### src/rtl/blsr_pkg.sv
package blsr_pkg;
  localparam logic [7:0] OP_RD_STAT = 8'h05;
  localparam logic [7:0] OP_WR_STAT = 8'h01;

  typedef enum logic [1:0] {
    FM_IDLE  = 2'd0,
    FM_READ  = 2'd1,
    FM_WRITE = 2'd2,
    FM_SKIP  = 2'd3
  } frame_mode_e;
endpackage

### src/rtl/blsr_framer.sv
module blsr_framer #(
  parameter int BYTE_W = 8
) (
  input  logic              clk,
  input  logic              rst_n,
  input  logic              cs_n,
  input  logic              sck_rise,
  input  logic              si,
  output logic              byte_vld,
  output logic [BYTE_W-1:0] byte_val,
  output logic              first_byte,
  output logic              aligned
);
  localparam int CNT_W = $clog2(BYTE_W);

  logic [CNT_W-1:0]  cnt_q, cnt_d;
  logic [BYTE_W-2:0] sh_q, sh_d;
  logic              seen_q, seen_d;
  logic              stb, last;

  always_comb begin
    stb    = sck_rise & ~cs_n;
    last   = (cnt_q == CNT_W'(BYTE_W - 1));
    cnt_d  = cnt_q;
    sh_d   = sh_q;
    seen_d = seen_q;
    if (cs_n) begin
      cnt_d  = '0;
      seen_d = 1'b0;
    end else if (stb) begin
      cnt_d = last ? '0 : cnt_q + 1'b1;
      sh_d  = {sh_q[BYTE_W-3:0], si};
      if (last) seen_d = 1'b1;
    end
  end

  always_ff @(posedge clk or negedge rst_n) begin
    if (!rst_n) begin
      cnt_q  <= '0;
      sh_q   <= '0;
      seen_q <= 1'b0;
    end else begin
      cnt_q  <= cnt_d;
      sh_q   <= sh_d;
      seen_q <= seen_d;
    end
  end

  assign byte_vld   = stb & last;
  assign byte_val   = {sh_q, si};
  assign first_byte = ~seen_q;
  assign aligned    = (cnt_q == '0);
endmodule

### src/rtl/blsr_wtimer.sv
module blsr_wtimer #(
  parameter int CYCLES = 40
) (
  input  logic clk,
  input  logic rst_n,
  input  logic start,
  output logic busy,
  output logic done
);
  localparam int CW = $clog2(CYCLES + 1);

  logic [CW-1:0] cnt_q, cnt_d;

  always_comb begin
    cnt_d = cnt_q;
    if (start)             cnt_d = CW'(CYCLES);
    else if (cnt_q != '0)  cnt_d = cnt_q - 1'b1;
  end

  always_ff @(posedge clk or negedge rst_n) begin
    if (!rst_n) cnt_q <= '0;
    else        cnt_q <= cnt_d;
  end

  assign busy = (cnt_q != '0);
  assign done = (cnt_q == CW'(1));
endmodule

### src/rtl/blsr_lockdec.sv
module blsr_lockdec #(
  parameter int ADDR_W = 9,
  parameter int SECT_W = 4
) (
  input  logic [2:0]        lock_bits,
  input  logic [ADDR_W-1:0] addr,
  output logic              locked
);
  localparam int unsigned DEPTH = 1 << ADDR_W;
  localparam int unsigned QTR   = DEPTH / 4;
  localparam int unsigned HALF  = DEPTH / 2;
  localparam int unsigned SECT  = 1 << SECT_W;
  localparam int unsigned UPQ   = DEPTH - QTR;
  localparam int unsigned LASTS = DEPTH - SECT;

  int unsigned a;

  always_comb begin
    a = 32'(addr);
    case (lock_bits)
      3'd1:    locked = (a >= UPQ);
      3'd2:    locked = (a >= HALF);
      3'd3:    locked = 1'b1;
      3'd4:    locked = (a < SECT);
      3'd5:    locked = (a >= LASTS);
      3'd6:    locked = (a < HALF);
      3'd7:    locked = (a < QTR);
      default: locked = 1'b0;
    endcase
  end
endmodule

### src/rtl/blsr_unit.sv
module blsr_unit
  import blsr_pkg::*;
#(
  parameter int ADDR_W    = 9,
  parameter int SECT_W    = 4,
  parameter int WR_CYCLES = 40
) (
  input  logic              clk,
  input  logic              rst_n,
  input  logic              cs_n,
  input  logic              sck_rise,
  input  logic              si,
  input  logic              pgm_en,
  input  logic              ext_wip,
  input  logic [ADDR_W-1:0] chk_addr,
  output logic              so_bit,
  output logic              so_en,
  output logic              wip,
  output logic              pgm_en_clr,
  output logic              chk_locked
);
  // reset synchroniser: asserts at once, releases on the clock
  logic [1:0] rs_q;
  logic       rst_i;
  always_ff @(posedge clk or negedge rst_n) begin
    if (!rst_n) rs_q <= 2'b00;
    else        rs_q <= {rs_q[0], 1'b1};
  end
  assign rst_i = rs_q[1];

  logic       byte_vld, first_byte, aligned;
  logic [7:0] byte_val;
  logic       own_busy, wr_done, commit;

  blsr_framer #(.BYTE_W(8)) u_framer (
    .clk(clk), .rst_n(rst_i), .cs_n(cs_n), .sck_rise(sck_rise), .si(si),
    .byte_vld(byte_vld), .byte_val(byte_val),
    .first_byte(first_byte), .aligned(aligned)
  );

  blsr_wtimer #(.CYCLES(WR_CYCLES)) u_timer (
    .clk(clk), .rst_n(rst_i), .start(commit),
    .busy(own_busy), .done(wr_done)
  );

  frame_mode_e mode_q, mode_d;
  logic [2:0]  ptr_q, ptr_d;
  logic [2:0]  cand_q, cand_d;
  logic        cand_ok_q, cand_ok_d;
  logic [2:0]  pend_q, pend_d;
  logic [2:0]  bl_q, bl_d;
  logic        cs_q;
  logic        any_wip, cs_rise;
  logic [7:0]  status;

  always_comb begin
    any_wip   = own_busy | ext_wip;
    cs_rise   = cs_n & ~cs_q;
    commit    = cs_rise & (mode_q == FM_WRITE) & cand_ok_q & aligned & ~any_wip;
    mode_d    = mode_q;
    ptr_d     = ptr_q;
    cand_d    = cand_q;
    cand_ok_d = cand_ok_q;
    pend_d    = pend_q;
    bl_d      = bl_q;

    if (cs_n) begin
      mode_d    = FM_IDLE;
      cand_ok_d = 1'b0;
    end else if (byte_vld) begin
      if (first_byte) begin
        if (byte_val == OP_RD_STAT) begin
          mode_d = FM_READ;
          ptr_d  = 3'd0;
        end else if (byte_val == OP_WR_STAT && pgm_en && !any_wip) begin
          mode_d = FM_WRITE;
        end else begin
          mode_d = FM_SKIP;
        end
      end else if (mode_q == FM_WRITE) begin
        cand_d    = byte_val[2:0];
        cand_ok_d = 1'b1;
      end
    end

    if (mode_q == FM_READ && sck_rise && !cs_n) ptr_d = ptr_q + 3'd1;
    if (commit)  pend_d = cand_q;
    if (wr_done) bl_d   = pend_q;
  end

  always_ff @(posedge clk or negedge rst_i) begin
    if (!rst_i) begin
      mode_q    <= FM_IDLE;
      ptr_q     <= 3'd0;
      cand_q    <= 3'd0;
      cand_ok_q <= 1'b0;
      pend_q    <= 3'd0;
      bl_q      <= 3'd0;
      cs_q      <= 1'b1;
    end else begin
      mode_q    <= mode_d;
      ptr_q     <= ptr_d;
      cand_q    <= cand_d;
      cand_ok_q <= cand_ok_d;
      pend_q    <= pend_d;
      bl_q      <= bl_d;
      cs_q      <= cs_n;
    end
  end

  blsr_lockdec #(.ADDR_W(ADDR_W), .SECT_W(SECT_W)) u_lockdec (
    .lock_bits(bl_q), .addr(chk_addr), .locked(chk_locked)
  );

  assign status     = {5'b00000, bl_q};
  assign so_en      = (mode_q == FM_READ);
  assign so_bit     = any_wip | status[3'd7 - ptr_q];
  assign wip        = any_wip;
  assign pgm_en_clr = wr_done;
endmodule

### config.mk
export PLATFORM = sky130hd
export DESIGN_NAME = blsr_unit
export DESIGN_NICKNAME = d
export VERILOG_FILES = /design/src/rtl/blsr_pkg.sv /design/src/rtl/blsr_framer.sv /design/src/rtl/blsr_wtimer.sv /design/src/rtl/blsr_lockdec.sv /design/src/rtl/blsr_unit.sv
export SDC_FILE = /design/constraint.sdc
export NUM_CORES = 1
export LEC_CHECK = 0
export BUFFER_PORTS_ARGS = -buffer_cell sky130_fd_sc_hd__buf_4
export CAP_MARGIN = 10
export CORE_MARGIN = 5
export CORE_UTILIZATION = 33
export CTS_CLUSTER_DIAMETER = 150
export DETAILED_ROUTE_END_ITERATION = 12
export GPL_TIMING_DRIVEN = 0
export SLEW_MARGIN = 20
export SYNTH_ARGS = -nofsm -noshare
export SYNTH_HDL_FRONTEND = slang
export SYNTH_HIERARCHICAL = 1
export SYNTH_SLANG_ARGS = --single-unit
### constraint.sdc
create_clock -name clk -period 1.3 [get_ports clk]
set_input_delay 0.13 -clock clk [delete_from_list [all_inputs] [get_ports clk]]
set_output_delay 0.13 -clock clk [all_outputs]
set_load 0.02 [all_outputs]
== Yosys cells after proc, flatten, opt, wreduce, memory -nomap -nowiden ==
Index checks and enable logic that the tools add are counted.

* Flip-flop bits (word level): 35
* Bits of input ports: 16
* Logic and storage cells: 98

* $add $sub $neg: 4
* $lt $le $gt $ge: 7
* Equal/unequal tests: 16
* Mux-type cells: 25
* Bitwise logic cells: 12
* Reduce and logical (&&, ||, !) cells: 22

{| class="wikitable"
|+ Operators by type and width
! cell !! number
|-
| $ge A9 B9 Y1 const B || 3
|-
| $mux W3 || 8
|-
| $reduce_bool A2 Y1 || 8
|-
| $eq A3 B3 Y1 const B || 5
|-
| $mux W6 || 2
|-
| $lt A9 B5 Y1 const B || 1
|-
| $lt A9 B8 Y1 const B || 1
|-
| $lt A9 B9 Y1 const B || 1
|-
| $mux W1 || 9
|-
| $eq A8 B1 Y1 const B || 1
|-
| $eq A8 B3 Y1 const B || 1
|-
| $mux W2 || 4
|-
| $reduce_and A4 Y1 || 2
|-
| $and A1 B1 Y1 || 7
|-
| $pmux W1 S7 || 1
|-
| $add A3 B1 Y3 const B || 2
|-
| $eq A3 B2 Y1 const B || 2
|-
| $eq A6 B1 Y1 const B || 1
|-
| $reduce_and A2 Y1 || 3
|-
| $reduce_bool A6 Y1 || 1
|-
| $sub A6 B1 Y6 const B || 1
|-
| $logic_and A1 B1 Y1 || 4
|-
| $lt A3 B4 Y1 const B || 1
|-
| $ne A2 B2 Y1 const B || 2
|-
| 11 further kinds || 15
|}

== Longest topological paths before layout ==
Gate-level depths: netlist of the first run.

* Word-level depth: 9
* Mapped depth: 8

== Hierarchy ==
Netlist of the first run, hierarchy kept.

{| class="wikitable"
|+ By module, submodules not included
! module !! times used !! cells each !! area each (µm²) !! seq. area each (µm²)
|-
| blsr_unit || 1 || 64 || 824.5 || 451.7
|-
| blsr_framer || 1 || 37 || 501.7 || 275.3
|-
| blsr_wtimer || 1 || 34 || 334.1 || 150.1
|-
| blsr_lockdec || 1 || 8 || 56.3 || 0.0
|}

== Least setup slack after synthesis of the first run ==
No wires, ideal clock.

* Path type: reg-to-reg
* Start point: register u_timer.cnt_q[0]
* End point: register u_timer.cnt_q[0]
* Arrival time: 2.081 ns
* Required time: 1.175 ns
* Setup slack: -0.906 ns
* Cell stages (with the launch flop): 9
* Buffers on the path: 0
* Clock period less this slack: 2.206 ns
* Path through: dfrtp_1 inv_1 ha_1 nand3_1 or2_4 or4b_4 inv_1 nor2_1 mux2_2

* Cells in the longest elaborated chain, start to end: 5
* Elaborated cells on any way between the ends: 8
* Classes of those cells: add/sub: 1; mux: 2; bitwise: 3; reduce/logical: 2

{| class="wikitable"
|+ RTL lines
! item !! RTL line !! source
|-
| start, declared || blsr_wtimer.sv:12 || <nowiki>logic [CW-1:0] cnt_q, cnt_d;</nowiki>
|-
| start signal, assigned || blsr_wtimer.sv:22 || <nowiki>else cnt_q <= cnt_d;</nowiki>
|-
| $reduce_bool A6 Y1 (*) || blsr_wtimer.sv:25 || <nowiki>assign busy = (cnt_q != '0);</nowiki>
|-
| named net own_busy || blsr_unit.sv:33 || <nowiki>logic own_busy, wr_done, commit;</nowiki>
|-
| $or A1 B1 Y1 (*) || blsr_unit.sv:57 || <nowiki>any_wip = own_busy | ext_wip;</nowiki>
|-
| named net wip || blsr_unit.sv:18 || <nowiki>output logic wip,</nowiki>
|-
| $not A1 Y1 (*) || blsr_unit.sv:59 || <nowiki>commit = cs_rise & (mode_q == FM_WRITE) & cand_ok_q & aligned & ~any_wip;</nowiki>
|-
| $and A1 B1 Y1 (*) || blsr_unit.sv:59 ||
|-
| named net commit || blsr_unit.sv:33 ||
|-
| $mux W6 or $reduce_bool A2 Y1 (tied branches) || - ||
|}

Mark *: on every way through the listed nets, which the timed path passes. The rest lies on a longest branch. The select of a mux whose other input is x is not followed.
A chain may end at the register's enable or synchronous reset.

== Final worst setup path of the first run ==
* Start point: register u_timer.cnt_q[0]
* End point: register u_timer.cnt_q[0]

* Cells in the longest elaborated chain, start to end: 5
* Elaborated cells on any way between the ends: 8
* Classes of those cells: add/sub: 1; mux: 2; bitwise: 3; reduce/logical: 2

{| class="wikitable"
|+ RTL lines
! item !! RTL line
|-
| $reduce_bool A6 Y1 (*) || blsr_wtimer.sv:25
|-
| named net own_busy || blsr_unit.sv:33
|-
| $or A1 B1 Y1 (*) || blsr_unit.sv:57
|-
| $not A1 Y1 (*) || blsr_unit.sv:59
|-
| $and A1 B1 Y1 (*) || blsr_unit.sv:59
|-
| named net commit || blsr_unit.sv:33
|-
| $mux W6 or $reduce_bool A2 Y1 (tied branches) || -
|}

Marked as above.

==> results of run 1 <==
flip-flops by register name, indices dropped and copies added (netlist names):
| signal | flops |
|---|---|
| ptr_q | 3 |
| bl_q | 3 |
| u_timer/cnt_q | 6 |
| cand_q | 3 |
| u_framer/seen_q | 1 |
| mode_q | 2 |
| cs_q | 1 |
| cand_ok_q | 1 |
| rs_q | 2 |
| u_framer/sh_q | 7 |
| pend_q | 3 |
| u_framer/cnt_q | 3 |
report_power, final:
group          internal, mW  switching [mW]  total (mW)
Combinational         0.168          0.0871       0.255
Sequential             1.18          0.0952        1.28
Clock                 0.483           0.364       0.847
cells by family after synthesis:
| family | count (synthesis) |
|---|---|
| adder cells (fa/ha/maj) | 6 |
| AO/OA/AOI/OAI | 21 |
| multiplexers | 21 |
| buffers and inverters | 11 |
| other | 1 |
| AND/OR/NAND/NOR | 48 |
| flip-flops | 35 |
stage by stage:
stage               setup TNS (ps)  hold slack [ps]  std cells  instance area, um2  worst slack (ps)
floorplan                    -7383           -165.6        143                1782            -798.0
global placement            -12080           -86.16        229                1989            -872.1
detailed placement           -9839           -85.28        229                1991            -935.1
CTS                          -9792            44.55        255                2340            -686.2
global route                -11740            40.84        256                2375            -768.0
finish                      -10020            53.41        256                2375            -680.6
layout by cell type, fill, tap and decap left out, types with 4 or more instances in the layout:
cell type,instances
mux2_2,10
nand2_1,6
a21oi_1,5
dfrtp_1,31
buf_4,29
mux2i_1,4
clkbuf_8,7
buf_6,7
inv_1,5
nor2_1,7
mux2_4,7
metal layers:
| metal | vias to the layer above | routed length [um] | GRT usage | share of wire |
|---|---|---|---|---|
| met5 | - | 0 | 0 | 0 |
| met4 | 0 | 36 | 0.02990 | 0.010 |
| met3 | 4 | 126 | 0.03579 | 0.036 |
| met2 | 17 | 1816 | 0.2036 | 0.52 |
| met1 | 605 | 1525 | 0.1207 | 0.44 |
| li1 | 599 | - | - | - |
cell type report:
| cell class | instances | area, um2 | share of cell area |
|---|---|---|---|
| Sequential cell | 35 | 880.8 | 0.3709 |
| Buffer | 2 | 18.77 | 0.007903 |
| Tap cell | 70 | 87.58 | 0.03688 |
| Clock buffer | 8 | 100.1 | 0.04215 |
| Multi-Input combinational cell | 97 | 963.4 | 0.4057 |
| Timing Repair Buffer | 35 | 287.8 | 0.1212 |
| Inverter | 9 | 36.28 | 0.01528 |
worst max-delay path by stage:
stage                                       startpoint                            to  slack, ps  cells after the start
after CTS                 u_timer/cnt_q[1]$_DFFE_PN0P_  u_timer/cnt_q[0]$_DFFE_PN0P_       -690                      8
after global routing      u_timer/cnt_q[0]$_DFFE_PN0P_  u_timer/cnt_q[0]$_DFFE_PN0P_       -770                      8
after floorplan           u_timer/cnt_q[0]$_DFFE_PN0P_  u_timer/cnt_q[0]$_DFFE_PN0P_       -800                      8
final                     u_timer/cnt_q[0]$_DFFE_PN0P_  u_timer/cnt_q[0]$_DFFE_PN0P_       -680                      8
after global placement    u_timer/cnt_q[0]$_DFFE_PN0P_  u_timer/cnt_q[0]$_DFFE_PN0P_       -870                      8
after detailed placement  u_timer/cnt_q[0]$_DFFE_PN0P_  u_timer/cnt_q[0]$_DFFE_PN0P_       -940                      8
repair_timing:
action                                  in CTS  in global routing
hold endpoints to repair                     2                  0
pin swaps                                    9                  6
hold buffers                                 1                  0
gates resized for setup                     23                  8
cloned                                       0                  0
endpoints found under the setup margin      25                 26
setup buffers                               17                  3
critical path, cell delays in order, from the launching register on:
cell,delay [ps]
dfrtp_1,390
inv_2,90
ha_4,150
nand3_4,60
or2_4,240
or4b_4,540
inv_4,90
nor2_1,40
mux2_4,260
==> results by group, run 1 <==
Global routing
  • Via count of the first global-routing pass: 1225
  • GRT Util Overall: 0.1104
  • Largest net degree at the start of global routing: 34
  • First-pass GRT wire length: 5609 um
  • Initial antenna violation count: 0
  • Grt ovf: 0

Logic synthesis
  • Flops & latches, synth: 35
  • Multiplexer share of the synthesized area: 0.1414
  • Post-Synth XOR/XNOR Area: 0
  • Number of synthesized flops with an enable pin: 0
  • Synth unique cells: 45
  • Synth Area in Simple Gates: 0.1880
  • YS warnings: 6
  • Leading area contributor after synthesis: dfrtp_1
  • Mapped Nets: 165
  • Synth Area in Compound Gates: 0.08309
  • Most frequent cell after synthesis: dfrtp_1
  • Post-synth top area share: 0.4956
  • Post-Syn Area: 0.001717 mm2
  • Post-synth ARST share: 1.000
  • Syn avg cell area: 12.00 um2
  • Most area-consuming cells after synthesis: dfrtp_1 (50%), mux2_2 (9.2%), ha_1 (4.4%)
  • Largest family of logic cells by synthesized area: simple AND/OR/NAND/NOR gates
  • Seq/Total Area, Yosys: 0.5109
  • Synth cell count leaders: dfrtp_1 (34), mux2_2 (14), nor2_1 (10)
  • Post-synthesis adder-cell area fraction: 0.04373
  • Syn Inst Count: 143
  • Synth Flop Type: dfrtp_1

Pwr
  • Leakage: 1.063 nW
  • Total power: 2.379 mW
  • Worst vdd ir: 0.5723 mV
  • Power Density: 1002 mW/mm2

Run status
  • Violated checks: setup timing
  • Status: finished with violations

Setup path
  • CP arrival: 2140 ps
  • Max FO, Critical Path: 4
  • WS Path Type: flip-flop to flip-flop
  • Critical Path End Type: flip-flop
  • Worst Path Required: 1460 ps
  • R2R depth: 8
  • R2R Path End: u_timer/cnt_q[0]$_DFFE_PN0P_
  • Reg2reg setup slack: -680 ps
  • Crit Reg-Reg Startpoint: u_timer/cnt_q[0]$_DFFE_PN0P_
  • Setup crit start kind: flip-flop

Routing
  • Drt total wl: 3504 um
  • DRC marker count from the first detailed-route iteration: 27
  • ANT nets after route: 0
  • Drt via density: 4.785
  • DR vias: 1225
  • 1st-pass router iterations: 4
  • Number of remaining DRC errors: 0
  • Routed len/inst: 13.69 um

Floorplanning
  • Die area: 0.006745 mm2
  • Chip width: 82.13 um
  • Die H: 82.13 um
  • Row count: 26
  • Initial Util: 0.3383
  • Num ports: 21
  • Core Region: 0.005075 mm2

Clock network
  • Root Driver: clkbuf_8
  • CTS clk-pin slew, worst paths: 70 ps
  • CTS tree: yes
  • Skew-Pair Late Insertion Delay: 280 ps
  • # clock sinks: 35
  • Clock Tree Buf Depth: 2
  • CTS Buf Count: 5
  • H-tree Lvls: 2

STA
  • Clock skew: 3.924 ps
  • Relative slew slack: 0.5062
  • Slew @ Worst Pin: 740.7 ps
  • Hold Vio Cnt, Final: 0
  • RSZ-0062 raised after global routing: true
  • Fin. max-slew vios: 0
  • FMAX: 504.9 MHz
  • # setup viols final: 26
  • Period Utilization, post-route: 1.524
  • Min Tclk post-route: 1981 ps
  • Setup ws final: -680.6 ps

Final layout
  • Nets: 207
  • Final core occ: 0.4679
  • Layout cells sized above 1: 0.5215
  • ANT cells: 0
  • Area Overhead vs Synth: 38.34%
  • Fill cell count: 484

Min path
  • WHS Path Cells: 1
  • WHS Endpoint: cs_q$_DFF_PN1_
  • Hold Path Class: input pin to flip-flop
  • HP Start: cs_n

Run
  • Maxcap violations: 0

Placed design
  • Final GP Congestion: 0.6983
  • PortBufs: 16
  • Placed wire-length estimate: 2324 um
Note: power is estimated with default switching activity, not from simulation.
==> run 2: changes to the inputs <==
--- a/config.mk
+++ b/config.mk
@@ -5,6 +5,7 @@
 export SDC_FILE = /design/constraint.sdc
 export NUM_CORES = 1
 export LEC_CHECK = 0
+export ABC_AREA = 1
 export BUFFER_PORTS_ARGS = -buffer_cell sky130_fd_sc_hd__buf_4
 export CAP_MARGIN = 10
 export CORE_MARGIN = 5
==> run 2 against run 1 <==
The run still ends with setup timing left. Critical endpoint unchanged. Critical path depth up 3. Global-route usage up 0.34 points. Register-to-register slack better by 470 ps. Non-clock buffer count up 12. Synthesized cell count up 60%. Power up 2.2%.
==> results by group, run 2 <==
Run status
  • Status: finished with violations
  • Violated checks: setup timing

Placed design
  • Dpl cell area: 0.002073 mm2
  • Placed wire-length estimate: 2535 um
  • PortBufs: 16
  • Final GP Congestion: 0.7753

Final layout
  • Fill cell count: 504
  • Nets: 304
  • Layout cells sized above 1: 0.3357
  • Largest reg by FF count: u_framer/sh_q
  • Multi-input gate area: 887.1 um2
  • Final Cell Area: 0.002555 mm2
  • Commonest non-fill, non-tap cell in the layout: nand2_1
  • FF/Latch Area: 879.6 um2
  • Area Overhead vs Synth: 42.10%
  • Largest regs: u_framer/sh_q: 7 flops, u_timer/cnt_q: 6 flops
  • Most frequent cells in the layout: nand2_1 (68), buf_4 (37), dfrtp_1 (32)
  • Final core occ: 0.4909
  • Max reg flops: 7
  • ANT cells: 0

Routing
  • Drt via density: 4.578
  • Met3 wire len: 173 um
  • Drt total wl: 3968 um
  • DRC marker count from the first detailed-route iteration: 37
  • Highest metal used: met4
  • DR vias: 1616
  • ANT nets after route: 0
  • 1st-pass router iterations: 6
  • Met1 wire length: 1743 um
  • Met2 WL: 1979 um
  • Number of remaining DRC errors: 0
  • Routed len/inst: 11.24 um

Setup path
  • Reg2reg setup slack: -210 ps
  • Buf/Inv on CP: 4
  • Worst Path Required: 1460 ps
  • Critical Path End Type: flip-flop
  • Crit Reg-Reg Startpoint: u_framer/cnt_q[0]$_DFFE_PN0P_
  • CP arrival: 1670 ps
  • Setup crit start kind: flip-flop
  • Max FO, Critical Path: 4
  • CP Cell Sequence: inv_1 -> ha_2 -> inv_2 -> nor2_2 -> nand2_1 -> nor3_2 -> nand2_2 -> clkinv_4 -> inv_6 -> nand4_1 -> o21ai_1
  • R2R depth: 11
  • Slowest-stage cell, CP: dfrtp_1
  • R2R Path End: u_timer/cnt_q[0]$_DFFE_PN0P_
  • WS Path Type: flip-flop to flip-flop
  • CP delay by family, top: simple AND/OR/NAND/NOR gates
  • Largest stage delay on the critical path: 400 ps

Floorplanning
  • Num ports: 21
  • Die area: 0.007025 mm2
  • Core Region: 0.005205 mm2
  • Chip width: 83.82 um
  • Row count: 26
  • Initial Util: 0.3454
  • Die H: 83.82 um

Global routing
  • Via count of the first global-routing pass: 1543
  • Largest net degree at the start of global routing: 22
  • First-pass GRT wire length: 6630 um
  • GRT Util Overall: 0.1138
  • Initial antenna violation count: 0
  • Grt ovf: 0

Logic synthesis
  • Leading area contributor after synthesis: dfrtp_1
  • Syn Inst Count: 229
  • Post-Syn Area: 0.001798 mm2
  • Synth cell count leaders: nand2_1 (72), inv_1 (36), dfrtp_1 (34)
  • Post-synth ARST share: 1.000
  • Post-synth top area share: 0.4732
  • Seq/Total Area, Yosys: 0.4878
  • Syn avg cell area: 7.851 um2
  • Most area-consuming cells after synthesis: dfrtp_1 (47%), nand2_1 (15%), inv_1 (7.5%)
  • Number of synthesized flops with an enable pin: 0
  • Flops & latches, synth: 35
  • Most frequent cell after synthesis: nand2_1
  • Mapped Nets: 251
  • YS warnings: 6
  • Synth Flop Type: dfrtp_1
  • Synth unique cells: 26

Clock network
  • CTS Buf Count: 5
  • Skew-Pair Late Insertion Delay: 290 ps
  • Root Driver: clkbuf_8
  • # clock sinks: 35
  • Clock Tree Buf Depth: 2
  • H-tree Lvls: 2
  • CTS clk-pin slew, worst paths: 80 ps
  • CTS tree: yes

Pwr
  • Leakage: 1.360 nW
  • Power Density: 951.9 mW/mm2
  • Worst vdd ir: 0.7096 mV

Min path
  • WHS Path Cells: 2
  • HP Start: cs_n
  • WHS Endpoint: cand_ok_q$_DFFE_PN0P_
  • Hold Path Class: input pin to flip-flop

Run
  • Maxcap violations: 0

STA
  • FMAX: 663.2 MHz
  • # setup viols final: 21
  • Clock skew: 15.90 ps
  • RSZ-0062 raised after global routing: true
  • Setup TNS: -2719 ps
  • Setup ws final: -207.9 ps
  • Hold Vio Cnt, Final: 0
  • Fin. max-slew vios: 0
  • Period Utilization, post-route: 1.160
  • Min Tclk post-route: 1508 ps
[run 2: changes by cell type in the layout (fill, tap and decap cells not counted), sizes merged, moves of 11 or more]
cell | previous run | this run
inv | 9 | 38
mux2 | 17 | 0
buf | 36 | 47
nor2 | 10 | 21
o21ai | 2 | 13
nand3 | 2 | 23
nand2 | 6 | 73
[run 2: final cells by class]
type / count / area share
Clock inverter: 3 / 0.01714
Tap cell: 70 / 0.03428
Multi-Input combinational cell: 152 / 0.3472
Buffer: 3 / 0.01175
Clock buffer: 5 / 0.02693
Timing Repair Buffer: 46 / 0.1552
Inverter: 39 / 0.06317
Sequential cell: 35 / 0.3443
[run 2: worst max path at each step]
stage                                              from                           end  cells after the start
after floorplan            u_timer/cnt_q[0]$_DFFE_PN0P_  u_timer/cnt_q[1]$_DFFE_PN0P_                     12
after global placement     u_timer/cnt_q[0]$_DFFE_PN0P_  u_timer/cnt_q[1]$_DFFE_PN0P_                     12
after detailed placement   u_timer/cnt_q[0]$_DFFE_PN0P_  u_timer/cnt_q[1]$_DFFE_PN0P_                     12
after CTS                 u_framer/cnt_q[0]$_DFFE_PN0P_  u_timer/cnt_q[0]$_DFFE_PN0P_                     11
after global routing      u_framer/cnt_q[0]$_DFFE_PN0P_  u_timer/cnt_q[1]$_DFFE_PN0P_                     12
final                     u_framer/cnt_q[0]$_DFFE_PN0P_  u_timer/cnt_q[0]$_DFFE_PN0P_                     11
[run 2: timing repair]
item	CTS	global route
pin swaps	10	7
setup buffers	17	11
endpoints found under the setup margin	21	25
resized for setup	25	15
hold endpoints to repair	3	0
hold buffers	2	0
[run 2: metrics by stage]
| stage | power [mW] | std cells | hold slack, ps | setup WS, ps |
|---|---|---|---|---|
| floorplan | 1.343 | 229 | -165.6 | -209.7 |
| detailed placement | 1.437 | 316 | -86.07 | -373.5 |
| global route | 2.568 | 353 | 85.46 | -377.5 |
| global placement | 1.421 | 315 | -87.43 | -351.9 |
| finish | 2.432 | 353 | 93.40 | -207.9 |
| CTS | 2.462 | 343 | 57.18 | -231.7 |
[run 2: metal layers]
layer  global-route usage  vias up
li1                     -      816
met1               0.1354      759
met2               0.1960       33
met3              0.04047        8
met4              0.02632        0
met5                    0        -
[run 2: cell families (layout without fill, tap and decap cells)]
kind of cell               Yosys count  after routing  share of synthesized area
AOI/OAI and AO/OA                   17             17                    0.04941
and+or+nand+nor                    125            125                     0.3055
DFF                                 35             35                     0.4878
buffers and inverters               42             96                    0.09882
xor gates and xnor gates             3              3                    0.01462
other                                1              1                   0.002086
adders and majority gates            6              6                    0.04175
[run 2: power by group]
group | switching (mW) | internal, mW | leakage [nW]
registers | 0.0497 | 1.14 | 0.465
clock network | 0.411 | 0.571 | 0.0581
logic | 0.146 | 0.113 | 0.837
total | 0.607 | 1.83 | 1.36
==> run 3: changes to the inputs <==
--- a/config.mk
+++ b/config.mk
@@ -13,6 +13,7 @@
 export CTS_CLUSTER_DIAMETER = 150
 export DETAILED_ROUTE_END_ITERATION = 12
 export GPL_TIMING_DRIVEN = 0
+export RECOVER_POWER = 25
 export SLEW_MARGIN = 20
 export SYNTH_ARGS = -nofsm -noshare
 export SYNTH_HDL_FRONTEND = slang
==> run 3 against run 2 <==
Non-clock buffer count unchanged. Largest power group unchanged. Worst hold slack about the same. Via count unchanged. Power about the same. Highest routed layer unchanged. The flow still finishes with violations (setup timing). Combinational power about the same. Sequential cell count unchanged. Cell area decreased by 0.20%. First-iteration DRC count unchanged. Register-to-register slack about the same. Critical path type unchanged. Largest cell class unchanged. Die area unchanged. Routed wire length about the same.
==> results by group, run 3 (synthesis results as in run 2) <==
Run status
  • Status: finished with violations
  • Violated checks: setup timing

STA
  • # setup viols final: 21
  • Hold_ws: 93.31 ps
  • Slew @ Worst Pin: 611.2 ps
  • Setup TNS: -2719 ps
  • Clock skew: 15.97 ps
  • Fin. max-slew vios: 0
  • Period Utilization, post-route: 1.160
  • RSZ-0062 raised after global routing: true
  • Relative slew slack: 0.5925
  • Min Tclk post-route: 1508 ps
  • Hold Vio Cnt, Final: 0
  • FMAX: 663.2 MHz
  • Setup ws final: -207.9 ps

Global routing
  • Via count of the first global-routing pass: 1543
  • First-pass GRT wire length: 6630 um
  • Grt ovf: 0
  • GRT Util Overall: 0.1138
  • Initial antenna violation count: 0
  • Largest net degree at the start of global routing: 22

Routing
  • 1st-pass router iterations: 6
  • Met2 WL: 1979 um
  • DRC marker count from the first detailed-route iteration: 37
  • Met3 wire len: 173 um
  • Number of remaining DRC errors: 0
  • DR vias: 1616
  • Drt total wl: 3969 um
  • Drt via density: 4.578
  • Routed len/inst: 11.24 um
  • ANT nets after route: 0
  • Highest metal used: met4
  • Met1 wire length: 1744 um

Clock network
  • H-tree Lvls: 2
  • CTS tree: yes
  • Clock Tree Buf Depth: 2
  • Root Driver: clkbuf_8
  • CTS Buf Count: 5
  • CTS clk-pin slew, worst paths: 80 ps
  • # clock sinks: 35
  • Skew-Pair Late Insertion Delay: 290 ps

Final layout
  • Finished Layout Cells: 353
  • Max reg flops: 7
  • ANT cells: 0
  • Final core occ: 0.4899
  • Area Overhead vs Synth: 41.82%
  • Multi-input gate area: 887.1 um2
  • Largest regs: u_framer/sh_q: 7 flops, u_timer/cnt_q: 6 flops
  • Nets: 304
  • Largest reg by FF count: u_framer/sh_q
  • Fill cell count: 507
  • Layout cells sized above 1: 0.3286
  • Commonest non-fill, non-tap cell in the layout: nand2_1
  • Most frequent cells in the layout: nand2_1 (68), buf_4 (36), dfrtp_1 (33)
  • FF/Latch Area: 878.3 um2
  • Final Cell Area: 0.002550 mm2

Setup path
  • R2R Path End: u_timer/cnt_q[0]$_DFFE_PN0P_
  • Reg2reg setup slack: -210 ps
  • CP Cell Sequence: inv_1 -> ha_2 -> inv_2 -> nor2_2 -> nand2_1 -> nor3_2 -> nand2_2 -> clkinv_4 -> inv_6 -> nand4_1 -> o21ai_1
  • WS Path Type: flip-flop to flip-flop
  • CP arrival: 1670 ps
  • Slowest-stage cell, CP: dfrtp_1
  • Beginning of the critical path: u_framer/cnt_q[0]$_DFFE_PN0P_
  • Crit Reg-Reg Startpoint: u_framer/cnt_q[0]$_DFFE_PN0P_
  • Buf/Inv on CP: 4
  • Largest stage delay on the critical path: 400 ps
  • CP endpoint: u_timer/cnt_q[0]$_DFFE_PN0P_
  • Critical Path End Type: flip-flop
  • CP delay by family, top: simple AND/OR/NAND/NOR gates
  • Worst Path Required: 1460 ps
  • Max FO, Critical Path: 4
  • R2R depth: 11
  • Setup crit start kind: flip-flop
  • CP Depth: 11

Pwr
  • Net Sw Frac: 0.2496
  • Sequential share of power: 0.490
  • Logic pwr share: 0.106
  • Worst vdd ir: 0.7096 mV
  • Int Pwr: 1.824 mW
  • Leakage: 1.358 nW
  • Power Density: 953.2 mW/mm2
  • Total power: 2.431 mW
  • Switching power: 606.7 uW
  • Clk network pwr share: 0.404

Floorplanning
  • Num ports: 21
  • Row count: 26
  • Core Region: 0.005205 mm2
  • Chip width: 83.82 um
  • Die area: 0.007025 mm2
  • Initial Util: 0.3454
  • Die H: 83.82 um

Min path
  • Hold Path Class: input pin to flip-flop

Placed design
  • Place WS: -373.5 ps
  • Placed wire-length estimate: 2535 um
  • Final GP Congestion: 0.7753
  • Dpl cell area: 0.002073 mm2
  • PortBufs: 16
  • Placed insts: 316

Run
  • Maxcap violations: 0
## run 3: how the worst min path moves through the flow
| stage | slack (ps) | depth (start not counted) | endpoint | startpoint |
|---|---|---|---|---|
| after floorplan | -170 | 0 | rs_q[0]$_DFF_PN0_ | rst_n |
| after global placement | -90 | 1 | rs_q[0]$_DFF_PN0_ | rst_n |
| after detailed placement | -90 | 1 | rs_q[0]$_DFF_PN0_ | rst_n |
| after CTS | 60 | 2 | cand_ok_q$_DFFE_PN0P_ | cs_n |
| after global routing | 90 | 2 | cand_ok_q$_DFFE_PN0P_ | cs_n |
| final | 90 | 2 | cand_ok_q$_DFFE_PN0P_ | cs_n |
## run 3: power by group through the flow
| stage | logic (mW) | clock network (mW) | registers [mW] |
|---|---|---|---|
| finish | 0.257 | 0.982 | 1.19 |
| global route | 0.296 | 1.07 | 1.20 |
| CTS | 0.251 | 1.02 | 1.19 |
| detailed placement | 0.225 | 0 | 1.21 |
| global placement | 0.197 | 0 | 1.22 |
| floorplan | 0.134 | 0 | 1.21 |
## run 3: what timing repair did
action | 4_1_cts | 5_1_grt
resized for setup | 25 | 15
setup buffers | 17 | 11
endpoints found under the setup margin | 21 | 25
hold buffers | 2 | 0
pin swaps | 10 | 7
endpoints found under the hold margin | 3 | 0
## run 3: metal layers
metal  vias to the layer above  track usage
li1                        816            -
met1                       759       0.1354
met3                         8      0.04047
met2                        33       0.1960
met4                         0      0.02632
met5                         -            0
## run 3: area by class of cell
class / count / area share
Sequential cell: 35 / 0.3445
Tap cell: 70 / 0.03435
Inverter: 39 / 0.06330
Buffer: 3 / 0.01178
Multi-Input combinational cell: 152 / 0.3479
Clock inverter: 3 / 0.01717
Timing Repair Buffer: 46 / 0.1541
Clock buffer: 5 / 0.02699
